## src/rtl/rdl_pkg.sv

```systemverilog
package rdl_pkg;
  typedef struct packed {
    logic capture;  // accept a new count and start the strobe
    logic load;     // copy the captured count to the display
  } ctrlStrobes_t;
endpackage

```

## src/rtl/rdl_ctrl.sv

```systemverilog
module rdl_ctrl
  import rdl_pkg::*;
#(
  parameter int STROBE_LEN  = 10,
  parameter int SYNC_STAGES = 2
) (
  input  logic         clk,
  input  logic         rst,
  input  logic         convDone,
  input  logic         holdReq,
  output ctrlStrobes_t strb,
  output logic         strobeActive,
  output logic         holdSync
);
  localparam int CW = $clog2(STROBE_LEN + 1);

  logic [SYNC_STAGES-1:0] holdPipe;
  logic [CW-1:0]          cnt;
  logic                   lastCycle;

  generate
    if (SYNC_STAGES == 1) begin : g_sync1
      always_ff @(posedge clk) begin
        if (rst) holdPipe <= '0;
        else     holdPipe <= holdReq;
      end
    end else begin : g_syncN
      always_ff @(posedge clk) begin
        if (rst) holdPipe <= '0;
        else     holdPipe <= {holdPipe[SYNC_STAGES-2:0], holdReq};
      end
    end
  endgenerate

  assign holdSync  = holdPipe[SYNC_STAGES-1];
  assign lastCycle = strobeActive && (cnt == CW'(STROBE_LEN - 1));

  always_comb begin
    strb.capture = convDone && !strobeActive;
    strb.load    = lastCycle && !holdSync;
  end

  always_ff @(posedge clk) begin
    if (rst) begin
      strobeActive <= 1'b0;
      cnt          <= '0;
    end else if (strb.capture) begin
      strobeActive <= 1'b1;
      cnt          <= '0;
    end else if (lastCycle) begin
      strobeActive <= 1'b0;
      cnt          <= '0;
    end else if (strobeActive) begin
      cnt <= cnt + 1'b1;
    end
  end

  // Independent run-length counter that checks the strobe width
  logic [CW:0] lowRun;
  always_ff @(posedge clk) begin
    if (rst)               lowRun <= '0;
    else if (strobeActive) lowRun <= lowRun + 1'b1;
    else                   lowRun <= '0;
  end


  strobe_len_chk: assert property (@(posedge clk) disable iff (rst)
    $fell(strobeActive) |-> lowRun == (CW+1)'(STROBE_LEN));


  busy_restart_chk: assert property (@(posedge clk) disable iff (rst)
    (strobeActive && !lastCycle) |=> strobeActive);
endmodule

```

## src/rtl/rdl_datapath.sv

```systemverilog
module rdl_datapath
  import rdl_pkg::*;
#(
  parameter int CNT_W      = 12,
  parameter int FULL_SCALE = 3999,
  parameter int LOW_LIMIT  = 380
) (
  input  logic             clk,
  input  logic             rst,
  input  ctrlStrobes_t     strb,
  input  logic [CNT_W-1:0] convCount,
  output logic [CNT_W-1:0] dispCount,
  output logic             overRange,
  output logic             underRange,
  output logic             pendOut
);
  localparam logic [CNT_W-1:0] FS = CNT_W'(FULL_SCALE);
  localparam logic [CNT_W-1:0] LL = CNT_W'(LOW_LIMIT);

  logic [CNT_W-1:0] captured;

  always_ff @(posedge clk) begin
    if (rst) begin
      captured <= '0;
      pendOut  <= 1'b0;
    end else if (strb.capture) begin
      captured <= convCount;
      pendOut  <= (convCount > FS) || (convCount <= LL);
    end
  end

  always_ff @(posedge clk) begin
    if (rst) begin
      dispCount  <= '0;
      overRange  <= 1'b0;
      underRange <= 1'b0;
    end else if (strb.load) begin
      dispCount  <= captured;
      overRange  <= captured > FS;
      underRange <= captured <= LL;
    end
  end


  flag_excl_chk: assert property (@(posedge clk) disable iff (rst)
    !(overRange && underRange));


  load_value_chk: assert property (@(posedge clk) disable iff (rst)
    strb.load |=> dispCount == $past(captured));
endmodule

```

## src/rtl/range_display_latch.sv

```systemverilog
module range_display_latch
  import rdl_pkg::*;
#(
  parameter int CNT_W       = 12,
  parameter int STROBE_LEN  = 10,
  parameter int SYNC_STAGES = 2,
  parameter int FULL_SCALE  = 3999,
  parameter int LOW_LIMIT   = 380
) (
  input  logic             clk,
  input  logic             rst,
  input  logic             convDone,
  input  logic [CNT_W-1:0] convCount,
  input  logic             holdReq,
  output logic             eocN,
  output logic [CNT_W-1:0] dispCount,
  output logic             overRange,
  output logic             underRange,
  output logic             rangePulse
);
  ctrlStrobes_t strb;
  logic         strobeActive;
  logic         holdSync;
  logic         pendOut;

  rdl_ctrl #(.STROBE_LEN(STROBE_LEN), .SYNC_STAGES(SYNC_STAGES)) u_ctrl (
    .clk(clk), .rst(rst), .convDone(convDone), .holdReq(holdReq),
    .strb(strb), .strobeActive(strobeActive), .holdSync(holdSync)
  );

  rdl_datapath #(.CNT_W(CNT_W), .FULL_SCALE(FULL_SCALE), .LOW_LIMIT(LOW_LIMIT)) u_dp (
    .clk(clk), .rst(rst), .strb(strb), .convCount(convCount),
    .dispCount(dispCount), .overRange(overRange), .underRange(underRange),
    .pendOut(pendOut)
  );

  assign eocN       = ~strobeActive;
  assign rangePulse = strobeActive & pendOut;


  hold_freeze_chk: assert property (@(posedge clk) disable iff (rst)
    holdSync |=> ($stable(dispCount) && $stable(overRange) && $stable(underRange)));


  pulse_in_strobe_chk: assert property (@(posedge clk) disable iff (rst)
    rangePulse |-> !eocN);


  busy_capture_chk: assert property (@(posedge clk) disable iff (rst)
    (!eocN && convDone) |=> $stable(pendOut));
endmodule

```

## config.mk

```make
export PLATFORM = sky130hd
export DESIGN_NAME = range_display_latch
export DESIGN_NICKNAME = d
export VERILOG_FILES = /design/src/rtl/rdl_pkg.sv /design/src/rtl/rdl_ctrl.sv /design/src/rtl/rdl_datapath.sv /design/src/rtl/range_display_latch.sv
export SDC_FILE = /design/constraint.sdc
export NUM_CORES = 1
export LEC_CHECK = 0
export ABC_CLOCK_PERIOD_IN_PS = 1400
export BUFFER_PORTS_ARGS = -buffer_cell sky130_fd_sc_hd__buf_4
export CORE_MARGIN = 3
export CORE_UTILIZATION = 40
export DETAILED_ROUTE_END_ITERATION = 10
export GPL_TIMING_DRIVEN = 1
export HOLD_SLACK_MARGIN = 0.03
export PLACE_DENSITY = 0.74
export RECOVER_POWER = 50
export SLEW_MARGIN = 20
export SYNTH_ARGS = -nofsm -noshare
export SYNTH_HDL_FRONTEND = slang
export SYNTH_SLANG_ARGS = --single-unit
```

## constraint.sdc

```tcl
create_clock -name clk -period 1.4 [get_ports clk]
set_input_delay 0.28 -clock clk [delete_from_list [all_inputs] [get_ports clk]]
set_output_delay 0.28 -clock clk [all_outputs]
set_load 0.005 [all_outputs]
```

==> results.cfg, run 1 <==
[run_status]
status = finished, final reports clean

[placement]
gp_congestion = 0.808
dp.cells = 233
dpl.hpwl_mm = 2.13
io_buffers = 31

[hold_path]
min_from = convDone
min_path_type = in2reg

[detailed_routing]
drc = 0
ant_nets = 0
drt_iter0_drc = 71
detail_route.first_pass.iterations = 4
wire_per_inst_microns = 11.5
via_count = 1185
finalWirelength_mm = 2.78
viasPerCell = 4.90

[sta]
period_minus_slack_ps = 1360
setup_violations = 0
slew_viol_final = 0
post-route-period-util_pct = 96.9
fin_skew_ps = 8.84
fmax_mhz = 737
worst_pin_slew_ps = 370
finalHoldViolations = 0
rsz0062_at_grt = yes
maxSlewHeadroom_pct = 74.7

[clock_tree]
clock_sinks = 34
cts_buffer_depth = 2
cts_buffers = 5
clk_latency_ps = 340
cts_tree = built
ctsHtreeMaxLevel = 2
clkSlewWorstSetupHoldPaths_ps = 90
cts-root-buf = clkbuf_4

[die]
row_count = 20
die_h_microns = 63.8
die_w_microns = 63.8
num_io_pins = 32
start_util_pct = 42.7
coreArea_sq_um = 3130
die_area_sq_um = 4070

[logic_synthesis]
synth.distinct_cells = 31
avgSynthCellArea_sq_um = 8.30
ys_ff_latch = 34
synth_area_sq_um = 1340
synth_area_leaders = dfxtp_1 51%, nand2_1 15%, a21oi_1 9.4%, ha_1 1.9%, nor2b_1 1.9%
seq_area_frac_synth_pct = 50.9
synth_edf_count = 0
synth_largest_area_cell = dfxtp_1
ys_warn_count = 0
ys.flop_type = dfxtp_1
syn_inst = 161
netlist.area_leader.share_pct = 50.9
synth_nets = 179
async_reset_ff_share_pct = 0

[run]
maxCapViolations = 0

[worst_setup_path]
end_kind = flop
r2r-start = u_ctrl.cnt[0]
critPathMaxStageDelay_ps = 380
cp-start-kind = flop
path_delay_family = simple AND/OR/NAND/NOR gates
path_buf_inv = 0
crit_path_start = u_ctrl.cnt[0]
critPathArrivalTime_ps = 1630
critical-path-slowest-cell = dfxtp_4
required_ps = 1680
critPathMaxFanout = 3
worstSetupPathType = reg2reg
worstPathCellList = ha_4 -> nand4b_4 -> or2_1 -> or3_4 -> a21oi_2

[global_routing]
antenna_found_initial = 0
grt_pass1_wl_mm = 4.67
use_met1_pct = 16.9
gr-total-overflow = 0
use_met2_pct = 23.9
grtUsageTotal_pct = 14.9
met3_usage_pct = 4.22
grt_pass1_vias = 1110
grt-busiest-layer = met2
grt_max_degree = 33

[final_layout]
multi_input_area_sq_um = 618
drive_gt1_share_pct = 27.3
antenna_cells = 0
finalNonFillerCells = 242
final_cell_mix = 52 x nand2_1, 32 x dfxtp_1, 25 x a21oi_1
fillers = 309
fin_nets = 216
final_common_cell = nand2_1
seq_area_sq_um = 686
area.growth.synth_to_final_pct = 28.1

[power_and_ir_drop]
power.leakage_uw = 0.000688
power.total_uw = 1670
p_per_area_nw_per_um2 = 973
vdd_ir_drop_max_mv = 0.527
[final timing paths]
path                         endpoint  slack [ps]  cells after the start
hold reg to reg     u_dp.dispCount[8]         460                      2
hold / removal    u_ctrl.strobeActive         160                      2
setup / recovery       u_dp.overRange          40                      5
setup reg to reg       u_dp.overRange          40                      5
[where the power goes]
part	total (uW)	switching, uW	leakage (uW)	internal [uW]
registers	1020	23.7	0.000278	996
logic	157	80.5	0.000379	76.5
clock network	490	310	0.0000308	180
[worst reg2reg max path, delay by kind of cell (launching register included)]
family	cells	cell delay, ps
compound gates	1	110
fa+ha+maj	1	140
flops	1	380
simple gates	3	690
[layout make-up]
cell class                 count  share of cell area [%]
tap                           44                    3.22
clock buffer                   5                    2.19
multi-input combinational    115                    36.1
sequential                    34                    40.1
timing repair buffer          39                    17.2
inverter                       3                   0.658
clock inverter                 2                   0.585
[per-stage QoR]
step | worst slack (ps) | instance area, sq um | setup TNS, ps | hold slack (ps) | util (%)
floorplan | -43.1 | 1350 | -43.1 | 384 | -
global placement | 53.3 | 1640 | 0 | 437 | 52.5
detailed placement | 23.8 | 1640 | 0 | 447 | 52.5
CTS | 0.506 | 1700 | 0 | 141 | 54.3
global route | -25.7 | 1710 | -25.7 | 156 | 54.7
finish | 43.3 | 1710 | 0 | 155 | 54.7
[kinds of logic (layout without fill, tap and decap cells)]
logic type	after synthesis	after routing	share of synthesized area, %
XOR/XNOR	3	3	1.97
AO/OA/AOI/OAI	37	37	16.1
flip-flops	34	34	50.9
adder cells (fa/ha/maj)	2	2	1.87
AND/OR/NAND/NOR	73	73	25.0
buffers and inverters	12	49	4.12
[flip-flops by register name, indices dropped and copies added (netlist names)]
| signal | flops |
|---|---|
| u_dp.overRange | 1 |
| u_ctrl.cnt | 4 |
| u_dp.pendOut | 1 |
| u_ctrl.holdPipe | 2 |
| u_dp.captured | 12 |
| u_dp.underRange | 1 |
| u_dp.dispCount | 12 |
| u_ctrl.strobeActive | 1 |
[timing repair]
action                                 in CTS  in global routing
buffers inserted                            1                  1
pin swaps                                   0                  1
endpoints found under the hold margin       0                  0
hold buffers                                0                  0
setup endpoints to repair                   1                  2
resized for setup                           1                  2
[routing by layer]
metal | vias to the layer above | routed length, microns
li1 | 613 | -
met3 | 3 | 187
met4 | 0 | 35
met2 | 41 | 1320
met1 | 528 | 1240
met5 | - | 0
[Yosys cell counts (2+ instances only)]
cell type and n:
nand2_1 52, dfxtp_1 34, a21oi_1 25, clkbuf_1 6, nor2_1 6, nor2b_1 4, inv_1 3, nand4_1 3
o21ai_0 3, ha_1 2, o21a_1 2, xor2_1 2
No activity file was read; power rests on OpenSTA's default activity.
==> inputs of run 2 (changes only) <==
--- a/config.mk
+++ b/config.mk
@@ -9,6 +9,7 @@
 export BUFFER_PORTS_ARGS = -buffer_cell sky130_fd_sc_hd__buf_4
 export CORE_MARGIN = 3
 export CORE_UTILIZATION = 40
+export CTS_BUF_LIST = sky130_fd_sc_hd__clkbuf_16
 export DETAILED_ROUTE_END_ITERATION = 10
 export GPL_TIMING_DRIVEN = 1
 export HOLD_SLACK_MARGIN = 0.03
==> results.cfg, run 2 (same netlist as run 1, synthesis figures left out) <==
[sta]
period_minus_slack_ps = 1350
hold_slack_ps = 219
fmax_mhz = 743
finalHoldViolations = 0
maxSlewHeadroom_pct = 74.0
postLayoutSetupSlackWorst_ps = 53.2
setup_violations = 0
fin_skew_ps = 5.19
rsz0062_at_grt = yes
slew_viol_final = 0
post-route-period-util_pct = 96.2
worst_pin_slew_ps = 381

[clock_tree]
clk_latency_ps = 280
cts_buffers = 5
cts-root-buf = clkbuf_16
cts_buffer_depth = 2
cts_tree = built
clock_sinks = 34
ctsHtreeMaxLevel = 2
clkSlewWorstSetupHoldPaths_ps = 50

[final_layout]
final_common_cell = nand2_1
area.growth.synth_to_final_pct = 34.0
largestRegisters = u_dp.captured x12, u_dp.dispCount x12, u_ctrl.cnt x4
final_cell_mix = 52 x nand2_1, 32 x dfxtp_1, 25 x a21oi_1
drive_gt1_share_pct = 26.9
fin_nets = 215
antenna_cells = 0
fillers = 293
finalNonFillerCells = 241

[placement]
io_buffers = 31
post-place-ws_ps = 23.8
gp_congestion = 0.808
dp.cells = 233
dpl.hpwl_mm = 2.13

[worst_setup_path]
regToRegEndpoint = u_dp.overRange
critPathArrivalTime_ps = 1560
crit_path_start = u_ctrl.cnt[0]
r2r-start = u_ctrl.cnt[0]
worstSetupPathType = reg2reg
critPathMaxFanout = 3
end_kind = flop
cp-start-kind = flop
r2r_cells = 5
r2r_setup_slack_ps = 50
required_ps = 1610

[global_routing]
grt_pass1_vias = 1113
antenna_found_initial = 0
grt_pass1_wl_mm = 4.82
grtUsageTotal_pct = 15.5
gr-total-overflow = 0
grt_max_degree = 33

[run_status]
status = finished, final reports clean

[die]
die_area_sq_um = 4070
num_io_pins = 32
die_w_microns = 63.8
coreArea_sq_um = 3130
row_count = 20
die_h_microns = 63.8
start_util_pct = 42.7

[run]
maxCapViolations = 0

[detailed_routing]
viasPerCell = 5.05
wire_per_inst_microns = 11.9
detail_route.first_pass.iterations = 4
ant_nets = 0
finalWirelength_mm = 2.87
via_count = 1218
drt_iter0_drc = 82
drc = 0

[hold_path]
min_path_type = in2reg
holdPathEnd = u_ctrl.strobeActive
hold_depth = 2
min_from = convDone

[power_and_ir_drop]
p_per_area_nw_per_um2 = 1220
power.leakage_uw = 0.000721
vdd_ir_drop_max_mv = 0.772
run 2: changes by cell type in the layout (fill, tap and decap cells not counted):
| cell | before | now |
|---|---|---|
| buf_4 | 23 | 24 |
| clkbuf_4 | 19 | 14 |
| clkbuf_2 | 1 | 0 |
| clkbuf_16 | 0 | 5 |
| buf_6 | 1 | 0 |
run 2: cell type report:
class                           count  area [sq um]  area share [%]
Sequential cell                    34           686            38.3
Multi-Input combinational cell    115           618            34.5
Timing Repair Buffer               38           285            15.9
Clock buffer                        5           125            6.99
Tap cell                           44          55.1            3.07
Inverter                            3          11.3           0.629
Clock inverter                      2          10.0           0.559
run 2: power breakdown:
group	internal, uW	switching [uW]	total, uW	leakage (uW)
logic	74.2	80.2	154	0.000373
registers	998	24.7	1020	0.000278
clock network	640	374	1010	0.0000694
run 2: what timing repair did:
action / CTS / global route
hold buffers: 0 / 0
buffers inserted: 0 / 1
endpoints found under the setup margin: 0 / 1
endpoints found under the hold margin: 0 / 0
gates resized for setup: 0 / 1
run 2: per-layer routing:
layer | share of wire, % | vias to the layer above | track usage [%]
met4 | 0.49 | 0 | 7.28
li1 | - | 611 | -
met2 | 48 | 48 | 24.9
met5 | 0 | - | 0
met3 | 7.3 | 2 | 6.85
met1 | 44 | 557 | 17.5
run 2: how the worst max path moves through the flow:
stage / endpoint / cells after the start
floorplan: u_dp.overRange / 7
global placement: u_dp.overRange / 5
detailed placement: u_dp.overRange / 5
CTS: u_dp.overRange / 5
global route: u_dp.overRange / 6
finish: u_dp.overRange / 5
run 2: per-stage QoR:
step                utilization [%]  cell area (sq um)  total power [uW]  TNS [ps]
floorplan                         -               1350              1120     -43.1
global placement               52.5               1640              1190         0
detailed placement             52.5               1640              1190         0
CTS                            56.8               1780              2210         0
global route                   57.2               1790              2270     -19.3
finish                         57.2               1790              2190         0
run 2: critical path, cell delays in order, from the launching register on:
cell and delay, ps:
dfxtp_4 360, ha_4 140, nand4b_4 90, or2_1 230, or3_4 370, a21oi_2 110
==> inputs of run 3 (changes only) <==
--- a/config.mk
+++ b/config.mk
@@ -8,12 +8,12 @@
 export ABC_CLOCK_PERIOD_IN_PS = 1400
 export BUFFER_PORTS_ARGS = -buffer_cell sky130_fd_sc_hd__buf_4
 export CORE_MARGIN = 3
-export CORE_UTILIZATION = 40
+export CORE_UTILIZATION = 46
 export CTS_BUF_LIST = sky130_fd_sc_hd__clkbuf_16
 export DETAILED_ROUTE_END_ITERATION = 10
 export GPL_TIMING_DRIVEN = 1
 export HOLD_SLACK_MARGIN = 0.03
-export PLACE_DENSITY = 0.74
+export PLACE_DENSITY = 0.82
 export RECOVER_POWER = 50
 export SLEW_MARGIN = 20
 export SYNTH_ARGS = -nofsm -noshare
==> results.cfg, run 3 (same netlist as run 1, synthesis figures left out) <==
[global_routing]
grtUsageTotal_pct = 19.5
antenna_found_initial = 0
gr-total-overflow = 0
grt_max_degree = 33
grt_pass1_vias = 1225
grt_pass1_wl_mm = 5.18

[worst_setup_path]
critPathMaxFanout = 3
critPathArrivalTime_ps = 1580
required_ps = 1610
end_kind = flop
cp-start-kind = flop
worstSetupPathType = reg2reg

[sta]
slew_viol_final = 0
fmax_mhz = 730
fin_skew_ps = 4.39
postLayoutSetupSlackWorst_ps = 30.7
rsz0062_at_grt = yes
finalHoldViolations = 0
period_minus_slack_ps = 1370
post-route-period-util_pct = 97.8
setup_violations = 0
worst_pin_slew_ps = 415
maxSlewHeadroom_pct = 71.6

[power_and_ir_drop]
sequentialPowerShare_pct = 43.2
sw_frac_of_total_pct = 20.1
share_comb_of_total_power_pct = 6.8
vdd_ir_drop_max_mv = 1.36
power.leakage_uw = 0.000729
p_per_area_nw_per_um2 = 1320
p_clk_share_pct = 50.0
intPower_uw = 1900
power_switching_uw = 477

[detailed_routing]
ant_nets = 0
drc = 0
via_count = 1227
viasPerCell = 5.41
finalWirelength_mm = 3.06
detail_route.first_pass.iterations = 4
drt_iter0_drc = 24
wire_per_inst_microns = 13.5

[placement]
post-place-ws_ps = 2.13
dp.cells = 219
dpl.hpwl_mm = 2.19
io_buffers = 31
gp_congestion = 0.800

[die]
die_area_sq_um = 3590
coreArea_sq_um = 2610
row_count = 18
start_util_pct = 51.1
die_w_microns = 59.9
num_io_pins = 32
die_h_microns = 59.9

[final_layout]
fin_nets = 215
area.growth.synth_to_final_pct = 34.8
largestRegisters = u_dp.captured x12, u_dp.dispCount x12, u_ctrl.cnt x4
drive_gt1_share_pct = 26.9
fillers = 221
seq_area_sq_um = 686
fin_util_pct = 69.0
finalNonFillerCells = 227
final_common_cell = nand2_1
multi_input_area_sq_um = 623
final_cell_mix = 52 x nand2_1, 32 x dfxtp_1, 25 x a21oi_1
antenna_cells = 0

[clock_tree]
ctsHtreeMaxLevel = 2
cts_buffers = 5
cts_buffer_depth = 2
cts_tree = built
cts_hold_buf = 0
cts-root-buf = clkbuf_16
clkSlewWorstSetupHoldPaths_ps = 50
clk_latency_ps = 270
clock_sinks = 34

[run_status]
status = finished, final reports clean

[hold_path]
min_path_type = in2reg

[run]
maxCapViolations = 0
-- run 3: cell count changes in the layout (fill, tap and decap cells not counted) --
cell       before  now
a211oi_1        1    0
a211oi_2        0    1
bufinv_16       0    1
clkinv_1        0    1
clkinv_2        2    0
-- run 3: power by group through the flow --
stage	Sequential [uW]	Combinational, uW	Clock (uW)
2_1_floorplan	1040	84.4	0
3_3_place_gp	1040	143	0
3_5_place_dp	1040	150	0
4_1_cts	1020	157	1200
5_1_grt	1030	180	1240
6_report	1020	161	1190
-- run 3: worst max-delay path: stages, from the launching register on --
cell      delay (ps)
dfxtp_2          320
inv_2             60
ha_4             130
nand4b_4          90
or2_1            230
or3_4            370
a21oi_2          110
-- run 3: what timing repair did --
item,4_1_cts,5_1_grt
buffers inserted,1,0
setup endpoints to repair,1,4
pin swaps,0,1
gates resized for setup,1,1
-- run 3: path summary, 6_finish.rpt --
kind	slack [ps]	to	cells past startpoint	start
min reg2reg	460	u_dp.dispCount[11]	2	u_dp.dispCount[11]
max reg2reg	30	u_dp.overRange	6	u_ctrl.cnt[1]
max	30	u_dp.overRange	6	u_ctrl.cnt[1]
min	220	u_ctrl.holdPipe[0]	2	holdReq
-- run 3: area by class of cell --
cell class / instances / area share (%)
Inverter: 3 / 0.625
Sequential cell: 34 / 38.1
Clock buffer: 5 / 6.94
Timing Repair Buffer: 38 / 15.8
Clock inverter: 2 / 1.87
Tap cell: 30 / 2.08
Multi-Input combinational cell: 115 / 34.6
-- run 3: layer usage --
| layer | global-route usage (%) | routed length, microns | up-vias |
|---|---|---|---|
| met4 | 6.96 | 54 | 0 |
| met5 | 0 | 0 | - |
| met3 | 7.34 | 154 | 7 |
| met2 | 33.2 | 1540 | 34 |
| li1 | - | - | 613 |
| met1 | 22.2 | 1320 | 573 |
-- run 3: metrics by stage --
| step | cell area, sq um | power (uW) | setup TNS (ps) | hold WS, ps |
|---|---|---|---|---|
| final | 1800 | 2370 | 0 | 219 |
| after global routing | 1800 | 2450 | -73.8 | 241 |
| after CTS | 1800 | 2380 | 0 | 219 |
| after detailed placement | 1630 | 1190 | 0 | 450 |
| after global placement | 1630 | 1190 | 0 | 440 |
| after floorplan | 1350 | 1120 | -43.1 | 384 |
